File: src/rtl/spi_port_pkg.sv
package spi_port_pkg;
  localparam int REG_AW = 2;
  localparam logic [REG_AW-1:0] A_CTRL = 2'd0;
  localparam logic [REG_AW-1:0] A_STAT = 2'd1;
  localparam logic [REG_AW-1:0] A_DATA = 2'd2;

  typedef struct packed {
    logic miso_en;   // bit 5
    logic ss_level;  // bit 4
    logic ss_drive;  // bit 3
    logic irq_en;    // bit 2
    logic master;    // bit 1
    logic en;        // bit 0
  } ctrl_t;

  function automatic logic [7:0] shift_in(input logic [7:0] cur, input logic b);
    return {cur[6:0], b};
  endfunction
endpackage

File: src/rtl/spi_port_sync.sv
module spi_port_sync #(
  parameter int W = 3,
  parameter logic [W-1:0] INIT = '0
) (
  input  logic         clk,
  input  logic         rst_n,
  input  logic [W-1:0] d,
  output logic [W-1:0] q
);
  for (genvar i = 0; i < W; i++) begin : g_bit
    logic s1, s2;
    always_ff @(posedge clk or negedge rst_n) begin
      if (!rst_n) begin
        s1 <= INIT[i];
        s2 <= INIT[i];
      end else begin
        s1 <= d[i];
        s2 <= s1;
      end
    end
    assign q[i] = s2;
  end
endmodule

File: src/rtl/spi_port_master.sv
module spi_port_master
  import spi_port_pkg::*;
#(
  parameter int DIV_HALF = 4
) (
  input  logic       clk,
  input  logic       rst_n,
  input  logic       run,
  input  logic       start,
  input  logic [7:0] tx_byte,
  input  logic       miso,
  output logic       sck,
  output logic       mosi,
  output logic       busy,
  output logic       done,
  output logic [7:0] rx_byte
);
  localparam int DW = (DIV_HALF > 1) ? $clog2(DIV_HALF) : 1;
  localparam logic [DW-1:0] DIV_LAST = DW'(DIV_HALF - 1);

  logic [DW-1:0] div_q;
  logic          sck_q, busy_q, smp_q;
  logic [2:0]    cnt_q;
  logic [7:0]    sh_q;
  logic          tick;

  assign tick    = busy_q && (div_q == DIV_LAST);
  assign done    = tick && sck_q && (cnt_q == 3'd7);
  assign rx_byte = shift_in(sh_q, smp_q);
  assign sck     = sck_q;
  assign mosi    = sh_q[7];
  assign busy    = busy_q;

  always_ff @(posedge clk or negedge rst_n) begin
    if (!rst_n) begin
      div_q <= '0; sck_q <= 1'b0; busy_q <= 1'b0;
      smp_q <= 1'b0; cnt_q <= '0; sh_q <= '0;
    end else if (!run) begin
      div_q <= '0; sck_q <= 1'b0; busy_q <= 1'b0; cnt_q <= '0;
    end else if (start && !busy_q) begin
      busy_q <= 1'b1; sh_q <= tx_byte; div_q <= '0;
      cnt_q <= '0; sck_q <= 1'b0;
    end else if (busy_q) begin
      div_q <= tick ? '0 : div_q + 1'b1;
      if (tick) begin
        if (!sck_q) begin
          sck_q <= 1'b1;
          smp_q <= miso;
        end else begin
          sck_q <= 1'b0;
          sh_q  <= shift_in(sh_q, smp_q);
          cnt_q <= cnt_q + 3'd1;
          if (cnt_q == 3'd7) busy_q <= 1'b0;
        end
      end
    end
  end

  assert_start_busy_R2: assert property (@(posedge clk) disable iff (!rst_n)
    (run && start && !busy_q) |=> busy_q);
  assert_sck_idle_R3: assert property (@(posedge clk) disable iff (!rst_n)
    !busy_q |-> !sck_q);
endmodule

File: src/rtl/spi_port_slave.sv
module spi_port_slave
  import spi_port_pkg::*;
(
  input  logic       clk,
  input  logic       rst_n,
  input  logic       run,
  input  logic       ss_s,
  input  logic       sck_s,
  input  logic       mosi_s,
  input  logic       load,
  input  logic [7:0] tx_byte,
  output logic       miso,
  output logic       done,
  output logic [7:0] rx_byte
);
  logic [2:0] cnt_q;
  logic [7:0] sh_q;
  logic       sck_d;
  logic       rise, act;

  assign act     = run && !ss_s;
  assign rise    = sck_s && !sck_d;
  assign done    = act && rise && (cnt_q == 3'd7);
  assign rx_byte = shift_in(sh_q, mosi_s);
  assign miso    = sh_q[7];

  always_ff @(posedge clk or negedge rst_n) begin
    if (!rst_n) begin
      cnt_q <= '0; sh_q <= '0; sck_d <= 1'b0;
    end else begin
      sck_d <= sck_s;
      if (!act) begin
        cnt_q <= '0;
        if (load) sh_q <= tx_byte;
      end else if (rise) begin
        sh_q  <= shift_in(sh_q, mosi_s);
        cnt_q <= cnt_q + 3'd1;
      end else if (load && cnt_q == 3'd0) begin
        sh_q <= tx_byte;
      end
    end
  end

  assert_abort_clears_R11: assert property (@(posedge clk) disable iff (!rst_n)
    (run && ss_s) |=> (cnt_q == 3'd0));
endmodule

File: src/rtl/spi_port.sv
module spi_port
  import spi_port_pkg::*;
#(
  parameter int DIV_HALF = 4
) (
  input  logic       clk,
  input  logic       rst_n,
  input  logic [1:0] reg_addr,
  input  logic       reg_wr,
  input  logic       reg_rd,
  input  logic [7:0] reg_wdata,
  output logic [7:0] reg_rdata,
  input  logic       glb_irq_en,
  output logic       irq,
  input  logic       sck_i,
  output logic       sck_o,
  output logic       sck_oe,
  input  logic       mosi_i,
  output logic       mosi_o,
  output logic       mosi_oe,
  input  logic       miso_i,
  output logic       miso_o,
  output logic       miso_oe,
  input  logic       ss_i,
  output logic       ss_o,
  output logic       ss_oe
);
  ctrl_t      ctrl_q;
  logic       flag_q, armed_q;
  logic [7:0] rxbuf_q;
  logic       sck_s, mosi_s, ss_s;
  logic       m_run, s_run, m_busy, m_done, s_done, m_fault;
  logic       m_start, s_load, data_acc;
  logic [7:0] m_rx, s_rx;

  spi_port_sync #(.W(3), .INIT(3'b100)) u_sync (
    .clk(clk), .rst_n(rst_n),
    .d({ss_i, mosi_i, sck_i}), .q({ss_s, mosi_s, sck_s}));

  assign m_run    = ctrl_q.en && ctrl_q.master;
  assign s_run    = ctrl_q.en && !ctrl_q.master;
  assign m_fault  = m_run && !ctrl_q.ss_drive && !ss_s;
  assign data_acc = (reg_wr || reg_rd) && (reg_addr == A_DATA);
  assign m_start  = reg_wr && (reg_addr == A_DATA) && m_run && !m_fault;
  assign s_load   = reg_wr && (reg_addr == A_DATA) && s_run;

  spi_port_master #(.DIV_HALF(DIV_HALF)) u_mst (
    .clk(clk), .rst_n(rst_n), .run(m_run && !m_fault), .start(m_start),
    .tx_byte(reg_wdata), .miso(miso_i), .sck(sck_o), .mosi(mosi_o),
    .busy(m_busy), .done(m_done), .rx_byte(m_rx));

  spi_port_slave u_slv (
    .clk(clk), .rst_n(rst_n), .run(s_run), .ss_s(ss_s), .sck_s(sck_s),
    .mosi_s(mosi_s), .load(s_load), .tx_byte(reg_wdata), .miso(miso_o),
    .done(s_done), .rx_byte(s_rx));

  always_ff @(posedge clk or negedge rst_n) begin
    if (!rst_n) begin
      ctrl_q <= '0; flag_q <= 1'b0; armed_q <= 1'b0; rxbuf_q <= '0;
    end else begin
      if (reg_wr && reg_addr == A_CTRL) ctrl_q <= ctrl_t'(reg_wdata[5:0]);
      if (m_fault) ctrl_q.master <= 1'b0;
      if (m_done) rxbuf_q <= m_rx;
      else if (s_done) rxbuf_q <= s_rx;
      if (reg_rd && reg_addr == A_STAT && flag_q) armed_q <= 1'b1;
      if (data_acc && armed_q) begin
        flag_q  <= 1'b0;
        armed_q <= 1'b0;
      end
      if (m_done || s_done || m_fault) flag_q <= 1'b1;
    end
  end

  always_comb begin
    case (reg_addr)
      A_CTRL:  reg_rdata = {2'b00, ctrl_q};
      A_STAT:  reg_rdata = {flag_q, 7'b0};
      A_DATA:  reg_rdata = rxbuf_q;
      default: reg_rdata = 8'h00;
    endcase
  end

  assign irq     = flag_q && ctrl_q.irq_en && glb_irq_en;
  assign sck_oe  = m_run;
  assign mosi_oe = m_run;
  assign miso_oe = s_run && !ss_s && ctrl_q.miso_en;
  assign ss_o    = ctrl_q.ss_level;
  assign ss_oe   = m_run && ctrl_q.ss_drive;

  assert_fault_demotes_R7: assert property (@(posedge clk) disable iff (!rst_n)
    m_fault |=> (!ctrl_q.master && flag_q));
  assert_flag_cause_R2: assert property (@(posedge clk) disable iff (!rst_n)
    $rose(flag_q) |-> $past(m_done || s_done || m_fault));
  assert_stays_slave_R8: assert property (@(posedge clk) disable iff (!rst_n)
    (!ctrl_q.master && !(reg_wr && reg_addr == A_CTRL)) |=> !ctrl_q.master);
  assert_drive_no_fault_R6: assert property (@(posedge clk) disable iff (!rst_n)
    (m_run && ctrl_q.ss_drive && !(reg_wr && reg_addr == A_CTRL)) |=> ctrl_q.master);
endmodule

File: config.mk
export PLATFORM = sky130hd
export DESIGN_NAME = spi_port
export DESIGN_NICKNAME = d
export VERILOG_FILES = /design/src/rtl/spi_port_pkg.sv /design/src/rtl/spi_port_sync.sv /design/src/rtl/spi_port_master.sv /design/src/rtl/spi_port_slave.sv /design/src/rtl/spi_port.sv
export SDC_FILE = /design/constraint.sdc
export NUM_CORES = 1
export LEC_CHECK = 0
export BUFFER_PORTS_ARGS = -buffer_cell sky130_fd_sc_hd__buf_2
export CAP_MARGIN = 0
export CORE_UTILIZATION = 35
export CTS_BUF_LIST = sky130_fd_sc_hd__clkbuf_4 sky130_fd_sc_hd__clkbuf_8 sky130_fd_sc_hd__clkbuf_16
export DETAILED_ROUTE_END_ITERATION = 8
export SYNTH_ARGS = -nofsm -noshare
export SYNTH_HDL_FRONTEND = slang
export SYNTH_HIERARCHICAL = 1
export SYNTH_SLANG_ARGS = --single-unit
File: constraint.sdc
create_clock -name clk -period 4.48 [get_ports clk]
set_clock_uncertainty 0.2 [all_clocks]
set_input_delay 0.896 -clock clk [delete_from_list [all_inputs] [get_ports clk]]
set_output_delay 0.896 -clock clk [all_outputs]
set_load 0.02 [all_outputs]
==> impl_metrics.tcl, run 1 <==
set metrics [dict create \
    final_cell_area_um2 2890 \
    synth_top_family_by_area "multiplexers" \
    synth_top_area_cell "dfrtp_1" \
    dp_hpwl_mm 3.70 \
    cp.arrival_ps 1840 \
    ys_seq_area_share_pct 48.5 \
    ys.flop_type "dfrtp_1" \
    synth_fp_nets 240 \
    place_area_um2 2780 \
    synth_xor_area_share_pct 1.02 \
    power.density_nw_per_um2 371 \
    antenna_found_initial 0 \
    hold-path-endpoint "u_sync/g_bit[2].s2" \
    drcViolationCount 0 \
    port_buffers 35 \
    wl_met1_mm 2.45 \
    layout-drive-gt1-share_pct 33.5 \
    clockBufferDepth 2 \
    htree_levels 2 \
    die_h_um 87.9 \
    drtPass1Iterations 4 \
    synthMuxAreaShare_pct 21.3 \
    timing.rr.start "ctrl_q[1]" \
    yosysWarningCount 6 \
    ir_drop_uv 202 \
    fmax_mhz 340 \
    period_share_pct 65.6 \
    cts_resized 0 \
    synth.avg_cell_area_um2 12.0 \
    routed_wirelength_mm 5.10 \
    final_cells 341 \
    first_iter_violations 90 \
    vias 1627 \
    r2r_slack_ps 1620 \
    grt_pass1_vias 1627 \
    crit_required_ps 3380 \
    drv_slew 0 \
    synth_cell_types 40 \
    fin_tns_setup_ps 0 \
    grt-ovfl-total 0 \
    dr.max_layer_used "met4" \
    dieArea_um2 7730 \
    via_per_inst 4.77 \
    io_pins 36 \
    start_kind "input port" \
    crit_type "input port to output port" \
    die_x_um 87.9 \
    dr_wl_met2_mm 2.41 \
    ys_top_cells_by_area "dfrtp_1, mux2i_1, mux2_2" \
    post-cts-setup-buffers 0 \
    reg2regPathDepth 6 \
    synth-compound-area-share_pct 7.31 \
    hold_ws_ps 161 \
    holdCritStartpoint "u_sync/g_bit[2].s1" \
    numCtsBuffers 5 \
    p_leak_nw 1.40 \
    rows 30 \
    path_clk_slew_ps 90 \
    drtAntennaViolNets 0 \
    syn_area_um2 2580 \
    wl_per_cell_um 15.0 \
    fin_nets 269 \
    crit_path_end_kind "output port" \
    synth_top_area_share_pct 46.5 \
    synthSimpleGateAreaFrac_pct 13.7 \
    placed_cells 333 \
    status "finished, final reports clean" \
    grt_max_degree 27 \
    hold_viol 0 \
    min_period_ps 2940 \
    drv_cap 0 \
    worstReg2RegEnd "rxbuf_q[4]" \
    rsz0062_at_grt "no" \
    timing.slew.headroom_pct 30.8 \
    cts_tree "done" \
    worst_pin_slew_ps 1030 \
    track_usage_pct 14.8 \
    hold_buffers 0 \
    yosys_register_bits 50 \
    wl_met3_um 153 \
    clkLatencyLatePin_ps 300 \
    area_delta_synth_final_pct 11.8 \
    synthArstFlopShare_pct 100 \
    cp_max_fo 10 \
    cts_root_buffer "clkbuf_8" \
    synthAdderAreaFrac_pct 2.90 \
    core_um2 6980 \
    hold_path_class "register to register" \
    grt_pass1_wl_mm 8.47 \
    initial_utilization_pct 37.0 \
    cts_sinks 50 \
    n_antenna_cell 0 \
    place_congestion 0.696 \
    syn_inst 215 \
    finalSetupViolCount 0 \
    whs_path_depth 0 \
    synth-edff-count 0 \
]
-- critical path, stage by stage --
cell,delay [ps]
buf_2,280
and2b_2,270
a22o_2,240
buf_2,150
-- sequential cells by signal, summed over array words and instances (netlist names), 2 cells and up --
signal / count
u_mst/div_q: 2
u_slv/cnt_q: 3
ctrl_q: 5
u_mst/cnt_q: 3
u_slv/sh_q: 8
rxbuf_q: 8
u_sync/g_bit.s2: 3
u_sync/g_bit.s1: 3
u_mst/sh_q: 8
-- synth_stat cells (all sizes together) (2+ instances only) --
cell / count
o21ai: 10
inv: 6
a22oi: 2
a22o: 2
buf: 13
ha: 6
dfstp: 2
xor2: 2
nor2: 27
dfrtp: 48
and3: 4
nor2b: 7
a21oi: 8
nand2: 10
nor3b: 2
mux2i: 27
mux2: 22
nand2b: 3
-- layout make-up --
| type | instances | area (µm²) |
|---|---|---|
| Fill cell | 680 | 4090 |
| Clock buffer | 6 | 76.3 |
| Multi-Input combinational cell | 145 | 1200 |
| Inverter | 6 | 22.5 |
| Tap cell | 96 | 120 |
| Clock inverter | 2 | 37.5 |
| Timing Repair Buffer | 36 | 183 |
| Sequential cell | 50 | 1250 |
-- cell usage in the layout, fill, tap and decap left out, drive strengths merged, types with 2 or more instances in the layout --
master,count
and3,4
buf,36
nor3b,2
nand2b,3
dfstp,2
a21oi,8
xor2,2
nand2,10
nor2b,7
inv,6
mux2,22
nor2,27
o21ai,10
clkbuf,6
dfrtp,48
a22o,2
a22oi,2
ha,6
mux2i,27
-- per-layer routing --
layer | up-vias | global-route usage [%]
met2 | 31 | 23.6
met1 | 792 | 20.1
met5 | - | 0
met3 | 7 | 3.39
li1 | 797 | -
met4 | 0 | 4.47
-- where the power goes --
part / switching [mW] / internal, mW / leakage [nW]
Clock: 0.150 / 0.173 / 0.0548
Sequential: 0.0476 / 0.510 / 0.636
Combinational: 0.104 / 0.0884 / 0.710
Total: 0.302 / 0.771 / 1.40
-- cells by family after synthesis --
family,count (synthesis)
AOI/OAI and AO/OA,27
xor gates and xnor gates,3
adders and majority gates,6
buffers and inverters,20
DFF,50
muxes,49
and+or+nand+nor,60
-- how the worst max path moves through the flow --
stage,from,endpoint,slack (ps),depth (start not counted)
floorplan,reg_addr[1],reg_rdata[7],1840,3
detailed placement,reg_addr[1],u_mst/sh_q[1],1440,6
CTS,reg_addr[1],reg_rdata[7],1530,4
global placement,reg_addr[1],u_mst/sh_q[6],1440,6
global route,ctrl_q[0],rxbuf_q[0],1390,6
finish,reg_addr[1],reg_rdata[7],1540,4
-- stage by stage --
| stage | worst slack (ps) | power (mW) | utilization [%] |
|---|---|---|---|
| CTS | 1530 | 1.09 | 41.4 |
| global route | 1390 | 1.13 | 41.4 |
| floorplan | 1840 | 0.696 | - |
| global placement | 1440 | 0.754 | 39.8 |
| detailed placement | 1440 | 0.761 | 39.8 |
| finish | 1540 | 1.07 | 41.4 |
(Power assumes the default switching activity.)
==> run 2, diff against run 1 <==
clock period = 2.5 ns   (was 4.48 ns; I/O delays follow)
==> run 2 against run 1 <==
  * Worst hold slack lost 74 ps
  * Global-route usage shrank 0.069 points
  * Design area grew 2.4%
  * Critical path depth grew 2
  * Critical endpoint is now u_mst/sh_q[0]
  * Largest power group unchanged
==> impl_metrics.tcl, run 2 (synthesis gave the netlist of run 1 again) <==
set metrics [dict create \
    die_h_um 87.9 \
    vias 1667 \
    drv_slew 0 \
    wl_met1_mm 2.61 \
    post-cts-setup-buffers 0 \
    first_iter_violations 83 \
    final_cells 348 \
    grt_pass1_wl_mm 8.58 \
    numCtsBuffers 5 \
    period_share_pct 89.8 \
    drtAntennaViolNets 0 \
    cts_root_buffer "clkbuf_8" \
    reg2regPathDepth 6 \
    path_cells "nor2_1 -> nor2_1 -> and3_2 -> nor2b_4 -> mux2_4 -> mux2_2" \
    whs_path_depth 1 \
    rows 30 \
    drv_cap 0 \
    hold_viol 0 \
    dr_wl_met2_mm 2.39 \
    power.density_nw_per_um2 655 \
    path_buf_inv 0 \
    path_clk_slew_ps 100 \
    drtPass1Iterations 4 \
    track_usage_pct 14.7 \
    dr.max_layer_used "met4" \
    initial_utilization_pct 37.0 \
    cp.arrival_ps 2230 \
    grt_max_degree 30 \
    ir_drop_uv 248 \
    port_buffers 35 \
    grt_pass1_vias 1663 \
    clkLatencyLatePin_ps 310 \
    crit_path_end_kind "register" \
    dp_hpwl_mm 3.86 \
    dieArea_um2 7730 \
    fillers 684 \
    fmax_mhz 445 \
    min_period_ps 2250 \
    critPathTopFamily "simple AND/OR/NAND/NOR gates" \
    clockBufferDepth 2 \
    cts_resized 0 \
    top_regs "rxbuf_q (8), u_mst/sh_q (8), u_slv/sh_q (8)" \
    final_common_cell "dfrtp_1" \
    cts_tree "done" \
    cp_max_fo 8 \
    final_cell_area_um2 2960 \
    n_antenna_cell 0 \
    worst_pin_slew_ps 521 \
    finalSetupViolCount 0 \
    rsz0062_at_grt "no" \
    via_per_inst 4.79 \
    crit_required_ps 2480 \
    start_kind "register" \
    cp_num_cells 6 \
    grt-ovfl-total 0 \
    status "finished, final reports clean" \
    hold_path_class "input port to register" \
    most-common-layout-cells "dfrtp_1, buf_2, mux2i_1, nor2_1, mux2_2" \
    final_util_pct 42.4 \
    routed_wirelength_mm 5.20 \
    htree_levels 2 \
    placed_cells 339 \
    wl_met3_um 143 \
    wl_per_cell_um 14.9 \
    p_leak_nw 1.44 \
    power_mw 1.94 \
    slowest_delay_ps 560 \
    place_congestion 0.723 \
    timing.slew.headroom_pct 65.3 \
    core_um2 6980 \
    fin_nets 276 \
    io_pins 36 \
    path_common_cell "nor2_1" \
    area_delta_synth_final_pct 14.5 \
    crit_type "register to register" \
    place_area_um2 2830 \
    layout-drive-gt1-share_pct 34.9 \
    slowest_stage "dfstp_2" \
    fin_tns_setup_ps 0 \
    cts_sinks 50 \
    die_x_um 87.9 \
    drcViolationCount 0 \
    antenna_found_initial 0 \
    hold_buffers 1 \
]
## run 2: changes by cell type in the layout (fill, tap and decap cells not counted)
cell	change
buf_4	+5
buf_12	+1
clkbuf_4	-1
clkinv_4	+1
clkinvlp_4	-1
dlygate4sd3_1	+1
inv_6	+1
## run 2: worst paths after layout
check / start / endpoint / slack, ps
setup / recovery: u_sync/g_bit[2].s2 / u_mst/sh_q[0] / 250
hold / removal: ss_i / u_sync/g_bit[2].s1 / 90
setup reg to reg: u_sync/g_bit[2].s2 / u_mst/sh_q[0] / 250
hold reg to reg: u_sync/g_bit[0].s1 / u_sync/g_bit[0].s2 / 150
max in group asynchronous: rst_n / u_mst/sh_q[0] / 1070
min in group asynchronous: rst_n / u_mst/cnt_q[1] / 500
## run 2: through the flow
step	hold WS, ps	setup WS (ps)
5_1_grt	75.9	136
3_5_place_dp	136	215
6_report	87.7	254
2_1_floorplan	4.41	213
3_3_place_gp	136	225
4_1_cts	80.6	243
## run 2: cell type report
cell class	count	area [µm²]	area share, %
multi-input combinational	145	1200	40.4
sequential	50	1250	42.3
inverter	6	22.5	0.761
clock buffer	5	68.8	2.32
clock inverter	3	47.5	1.61
timing repair buffer	43	250	8.45
tap	96	120	4.06
## run 2: metal layers
layer  global-route usage [%]  up-vias
met5                        0        -
met3                     2.64        5
met2                     23.5       29
met1                     20.8      825
met4                     3.58        0
li1                         -      808
## run 2: power by group
part	total (mW)	internal, mW	switching [mW]	leakage, nW
registers	1.00	0.913	0.0875	0.636
logic	0.349	0.167	0.181	0.748
clock network	0.589	0.304	0.286	0.0587
